[config.mk]
export PLATFORM = sky130hd
export DESIGN_NAME = asym_step_counter
export DESIGN_NICKNAME = d
export VERILOG_FILES = /design/src/rtl/ucd_pkg.sv /design/src/rtl/ucd_step_arith.sv /design/src/rtl/ucd_next_sel.sv /design/src/rtl/ucd_state_reg.sv /design/src/rtl/asym_step_counter.sv
export SDC_FILE = /design/constraint.sdc
export NUM_CORES = 1
export LEC_CHECK = 0
export BUFFER_PORTS_ARGS = -buffer_cell sky130_fd_sc_hd__clkbuf_2
export CORE_MARGIN = 4
export CORE_UTILIZATION = 54
export CTS_CLUSTER_DIAMETER = 60
export DETAILED_ROUTE_END_ITERATION = 6
export GPL_TIMING_DRIVEN = 0
export PLACE_DENSITY_LB_ADDON = 0.05
export SKIP_CTS_REPAIR_TIMING = 1
export SYNTH_ARGS = -nofsm -noshare
export SYNTH_HDL_FRONTEND = slang
export SYNTH_SLANG_ARGS = --single-unit
[constraint.sdc]
create_clock -name clk -period 4.5 [get_ports clk]
set_input_delay 1.35 -clock clk [delete_from_list [all_inputs] [get_ports clk]]
set_output_delay 1.35 -clock clk [all_outputs]
set_load 0.03 [all_outputs]
[src/rtl/ucd_pkg.sv]
package ucd_pkg;

    // Default geometry of the counter
    localparam int unsigned DEF_WIDTH   = 9;
    localparam int unsigned DEF_UP_STEP = 3;
    localparam int unsigned DEF_DN_STEP = 5;

    // Control code formed as {inc_req, dec_req}
    typedef enum logic [1:0] {
        OP_LOAD = 2'b00,
        OP_DEC  = 2'b01,
        OP_INC  = 2'b10,
        OP_HOLD = 2'b11
    } step_op_e;

    // Status flags registered alongside the count
    typedef struct packed {
        logic parity;
        logic wrap_hi;
        logic wrap_lo;
    } flags_t;

    localparam flags_t FLAGS_CLEAR = '{parity: 1'b0, wrap_hi: 1'b0, wrap_lo: 1'b0};

    function automatic step_op_e decode_op(input logic inc, input logic dec);
        return step_op_e'({inc, dec});
    endfunction

endpackage

[src/rtl/ucd_step_arith.sv]
// One directional stepper: adds or subtracts a constant and reports the
// bit shifted out above the count width.
module ucd_step_arith #(
    parameter int unsigned W      = ucd_pkg::DEF_WIDTH,
    parameter int unsigned STEP   = ucd_pkg::DEF_UP_STEP,
    parameter bit          ADD    = 1'b1
) (
    input  logic [W-1:0] operand,
    output logic [W-1:0] result,
    output logic         wrap
);
    localparam int unsigned EW = W + 1;
    localparam logic [EW-1:0] STEP_EXT = EW'(STEP);

    logic [EW-1:0] ext;

    generate
        if (ADD) begin : g_add
            assign ext = {1'b0, operand} + STEP_EXT;
        end else begin : g_sub
            assign ext = {1'b0, operand} - STEP_EXT;
        end
    endgenerate

    assign result = ext[W-1:0];
    assign wrap   = ext[W];
endmodule

[src/rtl/ucd_next_sel.sv]
// Chooses the next count and the next flag values from the control code.
module ucd_next_sel
    import ucd_pkg::*;
#(
    parameter int unsigned W = DEF_WIDTH
) (
    input  step_op_e     op,
    input  logic [W-1:0] cur,
    input  logic [W-1:0] par_in,
    input  logic [W-1:0] inc_res,
    input  logic         inc_wrap,
    input  logic [W-1:0] dec_res,
    input  logic         dec_wrap,
    output logic [W-1:0] nxt,
    output flags_t       nxt_flags
);
    always_comb begin
        nxt               = cur;
        nxt_flags         = FLAGS_CLEAR;
        unique case (op)
            OP_LOAD: nxt = par_in;
            OP_DEC: begin
                nxt               = dec_res;
                nxt_flags.wrap_lo = dec_wrap;
            end
            OP_INC: begin
                nxt               = inc_res;
                nxt_flags.wrap_hi = inc_wrap;
            end
            OP_HOLD: nxt = cur;
            default: nxt = cur;
        endcase
        nxt_flags.parity = ^nxt;
    end
endmodule

[src/rtl/ucd_state_reg.sv]
// Count and flag storage with synchronous active-high clear.
module ucd_state_reg
    import ucd_pkg::*;
#(
    parameter int unsigned W = DEF_WIDTH
) (
    input  logic         clk,
    input  logic         rst,
    input  logic [W-1:0] d_cnt,
    input  flags_t       d_flags,
    output logic [W-1:0] q_cnt,
    output flags_t       q_flags
);
    always_ff @(posedge clk) begin
        if (rst) begin
            q_cnt   <= '0;
            q_flags <= FLAGS_CLEAR;
        end else begin
            q_cnt   <= d_cnt;
            q_flags <= d_flags;
        end
    end
endmodule

[src/rtl/asym_step_counter.sv]
module asym_step_counter
    import ucd_pkg::*;
#(
    parameter int unsigned W       = DEF_WIDTH,
    parameter int unsigned UP_STEP = DEF_UP_STEP,
    parameter int unsigned DN_STEP = DEF_DN_STEP
) (
    input  logic         clk,
    input  logic         rst,
    input  logic         inc_req,
    input  logic         dec_req,
    input  logic [W-1:0] load_val,
    output logic [W-1:0] cnt_q,
    output logic         even_par_q,
    output logic         wrap_hi_q,
    output logic         wrap_lo_q
);
    step_op_e     op;
    logic [W-1:0] inc_res, dec_res, nxt;
    logic         inc_wrap, dec_wrap;
    flags_t       nxt_flags, flags_q;

    assign op = decode_op(inc_req, dec_req);

    ucd_step_arith #(.W(W), .STEP(UP_STEP), .ADD(1'b1)) u_inc (
        .operand (cnt_q),
        .result  (inc_res),
        .wrap    (inc_wrap)
    );

    ucd_step_arith #(.W(W), .STEP(DN_STEP), .ADD(1'b0)) u_dec (
        .operand (cnt_q),
        .result  (dec_res),
        .wrap    (dec_wrap)
    );

    ucd_next_sel #(.W(W)) u_sel (
        .op        (op),
        .cur       (cnt_q),
        .par_in    (load_val),
        .inc_res   (inc_res),
        .inc_wrap  (inc_wrap),
        .dec_res   (dec_res),
        .dec_wrap  (dec_wrap),
        .nxt       (nxt),
        .nxt_flags (nxt_flags)
    );

    ucd_state_reg #(.W(W)) u_reg (
        .clk     (clk),
        .rst     (rst),
        .d_cnt   (nxt),
        .d_flags (nxt_flags),
        .q_cnt   (cnt_q),
        .q_flags (flags_q)
    );

    assign even_par_q = flags_q.parity;
    assign wrap_hi_q  = flags_q.wrap_hi;
    assign wrap_lo_q  = flags_q.wrap_lo;
endmodule

==> out/qor.yml <==
run_status:
  status: "finished, final reports clean"
sta:
  setup_tns_ns: 0
  hold_viol_final: 0
  fmax_ghz: 0.317
  setup_viol_count_final: 0
  rsz0062_at_grt: "no"
  finClkSkew_ns: 0.00323
  relSlewSlack_pct: 70.2
  finalCritPeriodShare_pct: 70.1
  period_needed_ns: 3.16
  holdWs_ns: 0.540
  tightestPinTransition_ns: 0.442
  slew_viol_final: 0
finish:
  nFillCells: 144
  nets: 154
  diodes: 0
  fin_util_pct: 69.6
  syn2layout_area_growth_pct: 18.4
  fin_area_um2: 1070
  final_cell_count_no_fill: 154
  drive_above_1_share_pct: 22.5
  multi_input_area_um2: 612
  seqCellArea_um2: 240
synth:
  ys_types: 32
  ys_warn_count: 0
  synth_top_cells_by_count: "nor2_1 (17), dfxtp_1 (12), xnor2_1 (9)"
  synth_most_common_cell: "nor2_1"
  syn-instance-count: 112
  synth-async-reset-ratio_pct: 0
  synthTopCellsByArea: "dfxtp_1 (27%), xnor2_1 (8.7%), nor2_1 (7.0%), xnor3_1 (5.0%), xor2_1 (4.8%)"
  synth-edff-count: 0
  synth_top_area_share_pct: 26.5
  synthFlopType: "dfxtp_1"
  ys_seq_area_share_pct: 26.5
  ys_ff_latch: 12
  synth_nets: 127
  yosysTopAreaCell: "dfxtp_1"
  synth_area_um2: 906
  syn-mean-instance-area_um2: 8.09
critical_path:
  crit_start: "inc_req"
  rr_endpoint: "u_reg.q_flags[2]"
  crit_end: "u_reg.q_flags[2]"
  cp.arrival_ns: 3.31
  r2r_cells: 8
  start_kind: "primary input"
  worst-setup-path-type: "primary input to flop"
  path_max_fanout: 10
  rrSetupSlack_ns: 2.16
  rr_startpoint: "u_reg.q_cnt[4]"
  endpoint_kind: "flop"
  required_ns: 4.65
floorplan:
  rows: 14
  die-area_um2: 2400
  start_util_pct: 58.8
  core_um2: 1540
  ioPinCount: 25
  dieHeight_um: 49.0
  fp.dieW_um: 49.0
placed_design:
  hpwl_mm: 1.55
  placed_cells: 150
  portBuffers: 22
  placed_area_um2: 1040
  place_congestion: 0.748
power:
  switchingPower_uw: 140
  pwr-share-comb_pct: 43.4
  p_seq_share_pct: 33.9
  p_sw_share_pct: 36.3
  p_per_area_nw_per_um2: 359
  p_leak_uw: 0.000493
  internal-power_uw: 245
  ir_worst_vdd_v: 0.000364
  clkPwrFrac_pct: 22.7
detailed_routing:
  wl_mm: 2.00
  ant_nets: 0
  wl_per_cell_um: 13.0
  vias: 844
  remaining_drc_errors: 0
  drtIter0Drc: 8
  via_per_inst: 5.48
  first_pass_iters: 4
global_routing:
  track_usage_pct: 18.0
  grt_max_degree: 11
  grt.overflow.total: 0
  antenna_found_initial: 0
  grt_pass1_wl_mm: 3.43
  grt_pass1_vias: 760
clocking:
  cts_root_buf: "clkbuf_4"
  clock_sink_count: 12
  clkTransAtPathRegs_ns: 0.08
  cts_tree: "built"
  cts-htree-levels: 1
  cts_buffers: 3
  insertion_delay_ns: 0.27
  cts.path.max_buffers: 2
hold_path:
  min-delay-start: "u_reg.q_cnt[8]"
  hp-class: "flop to flop"
job:
  maxCapViolations: 0
worst min path at each step:
| stage | endpoint | slack [ns] | cells after the start |
|---|---|---|---|
| floorplan | u_reg.q_flags[1] | 0.64 | 2 |
| global placement | u_reg.q_flags[1] | 0.53 | 2 |
| detailed placement | u_reg.q_flags[1] | 0.53 | 2 |
| CTS | u_reg.q_flags[1] | 0.54 | 2 |
| global route | u_reg.q_flags[1] | 0.56 | 2 |
| finish | u_reg.q_flags[1] | 0.54 | 2 |
metrics by stage:
stage          total power [µW]  setup WS [ns]
3_3_place_gp                297           1.10
4_1_cts                     388           1.34
5_1_grt                     411           1.14
6_report                    385           1.34
2_1_floorplan               266           1.35
3_5_place_dp                300           1.06
final cells by class:
class,count,area share [%]
Clock buffer,4,3.38
Sequential cell,12,22.4
Inverter,4,1.40
Timing Repair Buffer,22,10.3
Buffer,8,3.62
Tap cell,16,1.87
Multi-Input combinational cell,88,57.1
worst max-delay path, stage by stage:
cell and delay (ns):
clkbuf_1 0.25, clkbuf_1 0.37, mux2_2 0.38, a21oi_1 0.25, xor2_1 0.23, xnor3_1 0.26
xnor2_1 0.16, nor2_1 0.05
metal layers:
layer	routed length [µm]	track usage, %	part of all wire [%]
met1	991	25.0	49
met4	34	8.07	1.7
met3	96	3.06	4.8
met5	0	0	0
met2	881	26.7	44
registers in the layout (all words and copies together) (netlist names):
| register | count |
|---|---|
| u_reg.q_flags | 3 |
| u_reg.q_cnt | 9 |
layout by cell type, fill, tap and decap left out, drive strengths merged:
cell	n
nor4	1
a311o	2
ha	2
nand3	4
inv	4
nor2	17
mux2	1
nor3b	2
a211oi	2
nand2	2
mux2i	4
or3	4
a21oi	7
nor3	4
xnor3	2
a211o	1
nand2b	2
o21ai	7
xor2	5
dfxtp	12
clkbuf	32
and3b	1
xnor2	9
buf	2
o21a	1
nor2b	2
or4	2
a31oi	2
nand4b	2
cells by family (layout without fill, tap and decap cells):
group	after synthesis	count (layout)	share of synthesized area, %
AO/OA/AOI/OAI	22	22	15.5
XOR/XNOR	16	16	18.5
adder cells (fa/ha/maj)	2	2	2.76
buffers and inverters	12	38	5.94
flip-flops	12	12	26.5
multiplexers	5	5	5.66
AND/OR/NAND/NOR	43	43	25.1
power groups by stage:
stage	logic, µW	clock network [µW]	registers (µW)
final	167	87.5	130
after global routing	184	93.8	133
after CTS	168	88.9	130
after detailed placement	167	0	133
after global placement	165	0	132
after floorplan	111	0	155
Power figures use the tool's default switching activity.
